[src/rtl/rdsp_pkg.sv]
package rdsp_pkg;

  // relation of a pending READ to the last granted one
  typedef enum logic [1:0] {
    K_FIRST = 2'd0,
    K_SAME  = 2'd1,
    K_RANK  = 2'd2,
    K_DIMM  = 2'd3
  } rd_kind_e;

  // required command spacing in clocks: base plus offset, never below the floor
  function automatic int unsigned req_gap(input int unsigned ofs,
                                          input int unsigned base,
                                          input int unsigned floor_v);
    int unsigned g;
    g = base + ofs;
    if (g < floor_v) g = floor_v;
    return g;
  endfunction

endpackage

[src/rtl/rdsp_classify.sv]
module rdsp_classify
  import rdsp_pkg::*;
#(
  parameter int RANK_W = 2,
  parameter int DIMM_W = 1
) (
  input  logic              clk,
  input  logic              rst_n,
  input  logic              issue,
  input  logic [RANK_W-1:0] rank_in,
  input  logic [DIMM_W-1:0] dimm_in,
  output rd_kind_e          kind
);

  logic              seen_q;
  logic [RANK_W-1:0] last_rank_q;
  logic [DIMM_W-1:0] last_dimm_q;

  always_ff @(posedge clk or negedge rst_n) begin
    if (!rst_n) begin
      seen_q      <= 1'b0;
      last_rank_q <= '0;
      last_dimm_q <= '0;
    end else if (issue) begin
      seen_q      <= 1'b1;
      last_rank_q <= rank_in;
      last_dimm_q <= dimm_in;
    end
  end

  always_comb begin
    if (!seen_q)                    kind = K_FIRST;
    else if (dimm_in != last_dimm_q) kind = K_DIMM;
    else if (rank_in != last_rank_q) kind = K_RANK;
    else                             kind = K_SAME;
  end

  // the first READ after reset is never classified as a change
  AST_FIRST_ONLY_ONCE: assert property (@(posedge clk) disable iff (!rst_n)
    issue |=> kind != K_FIRST);

endmodule

[src/rtl/rdsp_gap_timer.sv]
module rdsp_gap_timer #(
  parameter int CNT_W   = 4,
  parameter int MAX_GAP = 12
) (
  input  logic             clk,
  input  logic             rst_n,
  input  logic             load,
  input  logic [CNT_W-1:0] gap,
  output logic             ready
);

  logic [CNT_W-1:0] cnt_q;

  always_ff @(posedge clk or negedge rst_n) begin
    if (!rst_n)              cnt_q <= '0;
    else if (load)           cnt_q <= gap - CNT_W'(1);
    else if (cnt_q != '0)    cnt_q <= cnt_q - CNT_W'(1);
  end

  assign ready = (cnt_q == '0);

  AST_CNT_BOUND: assert property (@(posedge clk) disable iff (!rst_n)
    cnt_q <= CNT_W'(MAX_GAP - 1));

  AST_LOAD_BLOCKS: assert property (@(posedge clk) disable iff (!rst_n)
    load && (gap > CNT_W'(1)) |=> !ready);

endmodule

[src/rtl/rd_turn_spacer.sv]
module rd_turn_spacer
  import rdsp_pkg::*;
#(
  parameter int RANK_W   = 2,
  parameter int DIMM_W   = 1,
  parameter int OFS_W    = 3,
  parameter int BASE_GAP = 5,
  parameter int MIN_GAP  = 5
) (
  input  logic              clk,
  input  logic              rst_n,
  input  logic              rd_req,
  input  logic [RANK_W-1:0] rd_rank,
  input  logic [DIMM_W-1:0] rd_dimm,
  input  logic [OFS_W-1:0]  rank_ofs,
  input  logic [OFS_W-1:0]  dimm_ofs,
  output logic              rd_grant
);

  localparam int MAX_OFS = (1 << OFS_W) - 1;
  localparam int MAX_GAP = (BASE_GAP + MAX_OFS > MIN_GAP) ? BASE_GAP + MAX_OFS : MIN_GAP;
  localparam int CNT_W   = $clog2(MAX_GAP + 1);
  localparam int N_KIND  = 2;   // 0: rank change, 1: DIMM change

  rd_kind_e         kind;
  logic             issue;
  logic [OFS_W-1:0] ofs_a   [N_KIND];
  logic [CNT_W-1:0] gap_a   [N_KIND];
  logic             ready_a [N_KIND];

  assign ofs_a[0] = rank_ofs;
  assign ofs_a[1] = dimm_ofs;

  rdsp_classify #(.RANK_W(RANK_W), .DIMM_W(DIMM_W)) u_cls (
    .clk     (clk),
    .rst_n   (rst_n),
    .issue   (issue),
    .rank_in (rd_rank),
    .dimm_in (rd_dimm),
    .kind    (kind)
  );

  for (genvar g = 0; g < N_KIND; g++) begin : g_tmr
    assign gap_a[g] = CNT_W'(req_gap(int'(ofs_a[g]), BASE_GAP, MIN_GAP));
    rdsp_gap_timer #(.CNT_W(CNT_W), .MAX_GAP(MAX_GAP)) u_tmr (
      .clk   (clk),
      .rst_n (rst_n),
      .load  (issue),
      .gap   (gap_a[g]),
      .ready (ready_a[g])
    );
  end

  always_comb begin
    unique case (kind)
      K_FIRST, K_SAME: rd_grant = rd_req;
      K_RANK:          rd_grant = rd_req && ready_a[0];
      K_DIMM:          rd_grant = rd_req && ready_a[1];
      default:         rd_grant = 1'b0;
    endcase
  end

  assign issue = rd_grant;

  // observation state: clocks since the last grant and the offsets seen then
  logic [CNT_W-1:0] since_q;
  logic [OFS_W-1:0] rank_ofs_q, dimm_ofs_q;
  logic [CNT_W-1:0] rank_need, dimm_need;

  always_ff @(posedge clk or negedge rst_n) begin
    if (!rst_n) begin
      since_q    <= '0;
      rank_ofs_q <= '0;
      dimm_ofs_q <= '0;
    end else begin
      if (issue) begin
        since_q    <= CNT_W'(1);
        rank_ofs_q <= rank_ofs;
        dimm_ofs_q <= dimm_ofs;
      end else if (since_q != '1) begin
        since_q <= since_q + CNT_W'(1);
      end
    end
  end

  assign rank_need = CNT_W'(BASE_GAP) + CNT_W'(rank_ofs_q);
  assign dimm_need = CNT_W'(BASE_GAP) + CNT_W'(dimm_ofs_q);

  AST_GRANT_NEEDS_REQ: assert property (@(posedge clk) disable iff (!rst_n)
    rd_grant |-> rd_req);

  AST_FIRST_FREE: assert property (@(posedge clk) disable iff (!rst_n)
    rd_req && kind == K_FIRST |-> rd_grant);

  AST_SAME_FREE: assert property (@(posedge clk) disable iff (!rst_n)
    rd_req && kind == K_SAME |-> rd_grant);

  AST_RANK_GAP: assert property (@(posedge clk) disable iff (!rst_n)
    rd_grant && kind == K_RANK |-> since_q >= rank_need);

  AST_RANK_TIGHT: assert property (@(posedge clk) disable iff (!rst_n)
    rd_req && kind == K_RANK && since_q >= rank_need |-> rd_grant);

  AST_DIMM_GAP: assert property (@(posedge clk) disable iff (!rst_n)
    rd_grant && kind == K_DIMM |-> since_q >= dimm_need);

  AST_DIMM_TIGHT: assert property (@(posedge clk) disable iff (!rst_n)
    rd_req && kind == K_DIMM && since_q >= dimm_need |-> rd_grant);

  AST_FLOOR: assert property (@(posedge clk) disable iff (!rst_n)
    rd_grant && (kind == K_RANK || kind == K_DIMM) |-> since_q >= CNT_W'(MIN_GAP));

endmodule

[config.mk]
export PLATFORM = sky130hd
export DESIGN_NAME = rd_turn_spacer
export DESIGN_NICKNAME = d
export VERILOG_FILES = /design/src/rtl/rdsp_pkg.sv /design/src/rtl/rdsp_classify.sv /design/src/rtl/rdsp_gap_timer.sv /design/src/rtl/rd_turn_spacer.sv
export SDC_FILE = /design/constraint.sdc
export NUM_CORES = 1
export LEC_CHECK = 0
export ABC_AREA = 1
export BUFFER_PORTS_ARGS = -buffer_cell sky130_fd_sc_hd__buf_2
export CORE_AREA = 8 8 47 49
export CTS_BUF_LIST = sky130_fd_sc_hd__clkbuf_4
export DETAILED_ROUTE_END_ITERATION = 10
export DIE_AREA = 0 0 55 57
export PLACE_DENSITY = 0.88
export SKIP_CTS_REPAIR_TIMING = 1
export SYNTH_ARGS = -nofsm -noshare
export SYNTH_HDL_FRONTEND = slang
export SYNTH_SLANG_ARGS = --single-unit
[constraint.sdc]
create_clock -name clk -period 3.4 [get_ports clk]
set_clock_uncertainty 0.15 [all_clocks]
set_input_delay 0.34 -clock clk [delete_from_list [all_inputs] [get_ports clk]]
set_output_delay 0.34 -clock clk [all_outputs]
set_load 0.01 [all_outputs]
# Word level (Yosys, flattened, before mapping)
# Cells that the tools add are included.
# totals
ff_bits,12
latchBits,0
ram_bits,0
romBits,0
input_bits,12
output_inout_bits,1
n_memories,0
# classes
n_addsub,6
mul,0
div_mod_pow,0
n_lt_le_gt_ge,2
n_eq_ne,5
shift,0
n_mux,10
bitwise,0
reduce_logical,10
# op_table
op,n
$mux 4,6
$sub 4x1->4 const B,4
$add 3x3->4 const A,2
$logic_not 4->1,2
$lt 4x3->1 const B,2
$reduce_bool 4->1,2
$mux 2,3
$eq 2x2->1 const B,2
$reduce_bool 2->1,2
$pmux 1 s3,1
$eq 2x1->1 const B,1
$logic_and 1x1->1,2
$logic_not 2->1,1
$ne 2x2->1,1
$reduce_or 2->1,1
$ne 1x1->1,1

# Longest topological paths before layout
# logic_depth
ltp_word,8
depth_mapped,14
mapped_depth_nobuf,13

# Hierarchy
# A second synthesis with hierarchy kept.
# unflattened
cells_unflattened,155
hier_area_um2,940.9
# by_module_without_submodules
mod,n_inst,cells_per_inst,area_each_um2,seq_area_each_um2
rdsp_gap_timer,2,46,282.8,100.1
rdsp_classify,1,32,214.0,100.1
rd_turn_spacer,1,31,161.4,0.0

# Worst setup path before layout
# OpenSTA, ideal clock, no wires.
# synth_timing
kind,register -> register
start,register u_cls.last_dimm_q
end,register g_tmr[0].u_tmr.cnt_q[2]
arrival_ps,1485
required_time_ps,3177
slack_ps,1692
stages_incl_launch_ff,14
n_path_buf,1
period_less_slack_ps,1708
cell_sequence,dfrtp_1 > inv_1 > nand2_1 > nand2_1 > nand3_1 > nand2_2 > nand3_4 > nand2_4 > buf_8 > nand2_2 > nand2_2 > ha_1 > nand3_1 > a21oi_2
# synth_between
elab_chain_cells,7
# synth_rtl
item,line_no,text
start: declaration,rdsp_classify.sv:17,logic [DIMM_W-1:0] last_dimm_q;
start signal: assignment,rdsp_classify.sv:27,last_dimm_q <= dimm_in;
$ne 1x1->1 *,rdsp_classify.sv:33,else if (dimm_in != last_dimm_q) kind = K_DIMM;
$mux 2 *,rdsp_classify.sv:33,
$mux 2 *,rdsp_classify.sv:32,if (!seen_q) kind = K_FIRST;
$eq 2x1->1 / $logic_not 2->1 (equally long branches),rd_turn_spacer.sv:55,unique case (kind)
$reduce_or 2->1,rd_turn_spacer.sv:55,
$pmux 1 s3 *,rd_turn_spacer.sv:55,
$mux 4 / $reduce_bool 2->1 (equally long branches),--,
end signal: assignment,rdsp_gap_timer.sv:16,else if (load) cnt_q <= gap - CNT_W'(1);
end signal: assignment,rdsp_gap_timer.sv:17,else if (cnt_q != '0) cnt_q <= cnt_q - CNT_W'(1);
end: declaration,rdsp_gap_timer.sv:12,logic [CNT_W-1:0] cnt_q;
# Every way passes the cells marked *; elsewhere a longest branch is shown, timed or not.
# A chain may end at the register's enable or synchronous reset.

# Worst setup path after layout
# layout_timing
start,register u_cls.last_dimm_q
end,output rd_grant
# layout_between
elab_chain_cells,6
# layout_rtl
item,line_no,text
$ne 1x1->1 *,rdsp_classify.sv:33,
$mux 2 *,rdsp_classify.sv:33,
$mux 2 *,rdsp_classify.sv:32,
$eq 2x1->1 / $logic_not 2->1 (equally long branches),rd_turn_spacer.sv:55,
$reduce_or 2->1,rd_turn_spacer.sv:55,
$pmux 1 s3 *,rd_turn_spacer.sv:55,
end: declaration,rd_turn_spacer.sv:17,output logic rd_grant
# Marked as above.

==> run summary <==
The dominant cell type by count on the critical path was nand2_1. The signal on the critical path passes through inv_1, nand2_1, nand2_1, nand3_1, nand2_2, nand3_4, nand2_4, inv_2, buf_2. The count of buffers added on input and output ports is 12. The topmost layer with routed signal wires was met4.

After routing, the total negative slack on setup checks comes to 0 ns. Die outline area: 3140 µm². The root buffer selected by CTS was clkbuf_4.

Number of H-tree levels: 1. The initial standard-cell utilization of the core was 54.0%. The actual slew at the worst max-slew pin is 0.267 ns, and the combinational power share is 59.1%. The cell leakage power came out at 0.544 nW. For the final number of setup-violating endpoints, the log shows 0. The net switching component of the power was 376 µW.

The cell count after synthesis came out at 118. Among all stages on the critical path, the largest delay is contributed by dfrtp_1. The max-slew violation total from the final report came out at 0.

The worst setup path is launched from a flip-flop. After filler insertion, the fill cell instance count of the layout stands at 150. The number of placement rows came out at 15. After detailed routing, the average wire length per cell comes to 10.7 µm. After clock tree synthesis, the clock-pin slew on the worst setup and hold paths is 0.07 ns. Ratio of routed vias to standard cells: 5.04. The post-route netlist has 23.3% of its cells at a drive strength greater than 1.

The number of iterations in the first detailed-routing pass was 4. The count of nets left with antenna violations once routing finished came out at 0. Relative to the synthesized area, the layout overhead comes to 11.6%. At the end of routability-driven placement, the weighted congestion stood at 0.878. Setup repair after global routing left no endpoint under its margin. The predominant post-synthesis flop cell was dfrtp_1. The mapped netlist covers 851 µm².

For the count of endpoints failing hold in the final timing report, the log shows 0. The critical path is of the reg -> out type. The highest fanout seen on the critical path is 14, and the maximum count of clock buffers along a single path is 2. Cell internal power was estimated by the tool at 431 µW.

Via count of the first global-routing pass: 782. VDD sags by at most 317 µV. Before CTS, the worst setup slack after placement is 1.46 ns. The first-pass GRT wire length was 2860 µm.

TritonCTS built the clock tree. Data on the critical path arrives at its endpoint at 1.59 ns. The setup check on the worst reg-to-reg path leaves a slack of 1.51 ns. The die height was 57 µm.

The run gives 0 as the number of antenna violations at the first check in global routing. The placeable core region was 1580 µm². The tree built by TritonCTS fans out to 12 sinks.

Once detailed placement completed, the half-perimeter wirelength came to 1370 µm. The per-instance average area after synthesis is 7.21 µm², and the endpoint required time on the critical path is 2.91 ns. The run gives 20 as the number of unique standard cell types used by synthesis. The endpoint kind of the worst setup timing path is an output port.

In this run switching power makes up 46.6% of total power. The first routing iteration left 21 violations. In the post-route analysis, the smallest setup slack over all paths is 1.32 ns.

The number of storage elements in the synthesis netlist came out at 12. The pin count of the biggest net entering global routing came out at 15. The repair_antennas step left the layout with diodes totalling 0. For the count of synthesis-stage warnings from yosys, the log shows 0. Dividing total power by cell area gives a power density of 850 nW/µm². Wires add up to 1610 µm.

The post-synthesis sequential area ratio was 35.3%; the remaining max-slew budget at the tightest pin was 82.1%. The routed layout has 756 vias. The total I/O pin count came out at 13. The run finished with clean final reports. The run gives 0 as the final routed DRC violation total. The die outline width was 55 µm; the detailed-routing wirelength on met1 was 741 µm. The synthesized design contains 0 enable-type register cells. Based on the critical path, the design can be clocked at up to 482 MHz. The highest cell delay on the worst timing path was 0.41 ns. The number of nets in the synthesized netlist is 134. The run gives 0 as the number of max-cap violations. The worst path in the final design needs a cycle of 2.08 ns, including I/O delays and setup. Buffers inserted during clock tree synthesis total 3. After global routing the overflow that remains totals 0. At the end of the flow, the number of nets in the layout was 151. The clock network latency to the later pin of the worst-skew pair came out at 0.26 ns.

Per report_power, the clock group accounts for 10.2% of the total. Global routing used 11.8% of the available tracks across all layers. The fraction of the cycle the final worst path needs was 61.1%; the share of async-settable or async-resettable flops after synthesis was 100%. The amount of wire on met2 after detailed routing is 780 µm, and the detailed-routed wire length on met3 is 52 µm. The kind of path behind the tightest hold check was in -> reg. Sequential cells burn 30.7% of the power.
[cells by family after synthesis]
| kind of cell | count (synthesis) | share of synthesized area (%) |
|---|---|---|
| and+or+nand+nor | 75 | 42.1 |
| buffers and inverters | 18 | 9.26 |
| DFF | 12 | 35.3 |
| AOI/OAI and AO/OA | 6 | 4.41 |
| adders and majority gates | 4 | 5.88 |
| xor gates and xnor gates | 3 | 3.09 |
[power by group through the flow]
stage / registers, mW / logic [mW] / clock network, mW
2_1_floorplan: 0.242 / 0.399 / 0
3_3_place_gp: 0.249 / 0.449 / 0
3_5_place_dp: 0.251 / 0.475 / 0
4_1_cts: 0.248 / 0.477 / 0.0840
5_1_grt: 0.253 / 0.541 / 0.0881
6_report: 0.248 / 0.477 / 0.0823
[metrics by stage]
stage	instances	hold WS, ns	util (%)	power, mW	cell area (µm²)
2_1_floorplan	118	-0.106	-	0.640	851
3_3_place_gp	146	0.0740	58.2	0.697	917
3_5_place_dp	146	0.0759	58.2	0.726	917
4_1_cts	149	-0.209	59.6	0.810	940
5_1_grt	150	0.183	60.2	0.882	950
6_report	150	0.177	60.2	0.807	950
[metal layers]
metal  up-vias  GRT usage [%]
li1        395              -
met1       337           13.5
met2        20           19.6
met3         4           1.04
met4         0           7.56
met5         -              0
[cells in the mapped netlist (4+ instances only)]
| master | count | area, µm² |
|---|---|---|
| nand2_1 | 39 | 146 |
| ha_1 | 4 | 50.1 |
| dfrtp_1 | 12 | 300 |
| nand3_1 | 11 | 55.1 |
| inv_1 | 16 | 60.1 |
| nand2_2 | 8 | 50.1 |
| nor2_1 | 9 | 33.8 |
[worst paths after layout]
path,depth (start not counted),from,to
worst max register to register,12,u_cls.last_dimm_q$_DFFE_PN0N_,g_tmr[0].u_tmr.cnt_q[2]$_DFFE_PN0P_
worst min register to register,2,u_cls.last_rank_q[0]$_DFFE_PN0N_,u_cls.last_rank_q[0]$_DFFE_PN0N_
worst min-delay path,3,rd_rank[1],u_cls.last_rank_q[1]$_DFFE_PN0N_
worst max-delay path,9,u_cls.last_dimm_q$_DFFE_PN0N_,rd_grant
min in group asynchronous,2,rst_n,u_cls.seen_q$_DFFE_PN0N_
max in group asynchronous,2,rst_n,g_tmr[0].u_tmr.cnt_q[1]$_DFFE_PN0P_
[worst max-delay path: cells and delay by family, from the launching register on]
| family | cells | cell delay [ns] |
|---|---|---|
| buf+inv | 3 | 0.35 |
| flops | 1 | 0.41 |
| simple gates | 6 | 0.55 |
[cell usage in the layout, fill, tap and decap left out]
cell type | synthesis | layout
clkbuf_4 | 0 | 3
nand3_1 | 11 | 11
buf_2 | 0 | 12
nand3_4 | 1 | 1
nand2_2 | 8 | 8
nand2_1 | 39 | 39
dlygate4sd3_1 | 0 | 1
nand3b_1 | 2 | 2
nand3_2 | 1 | 1
nor2_2 | 2 | 2
a21oi_2 | 2 | 2
ha_1 | 4 | 4
nand2_4 | 1 | 1
a21oi_1 | 2 | 2
dfrtp_1 | 12 | 12
xnor2_1 | 1 | 1
inv_1 | 16 | 16
xor2_1 | 2 | 2
o21ai_0 | 2 | 2
nor2_1 | 9 | 9
or2_1 | 1 | 1
inv_2 | 1 | 1
[cell type report]
type                            instances  area, µm²  area share (%)
Multi-Input combinational cell         88        472            49.7
Timing Repair Buffer                   13       70.1            7.38
Clock buffer                            3       22.5            2.37
Sequential cell                        12        300            31.6
Inverter                               17       63.8            6.72
Tap cell                               17       21.3            2.24
[flip-flops by register name, indices dropped and copies added, names as in the netlist]
signal             flops
g_tmr.u_tmr.cnt_q      8
u_cls.last_dimm_q      1
u_cls.last_rank_q      2
u_cls.seen_q           1
Power figures use the tool's default switching activity.
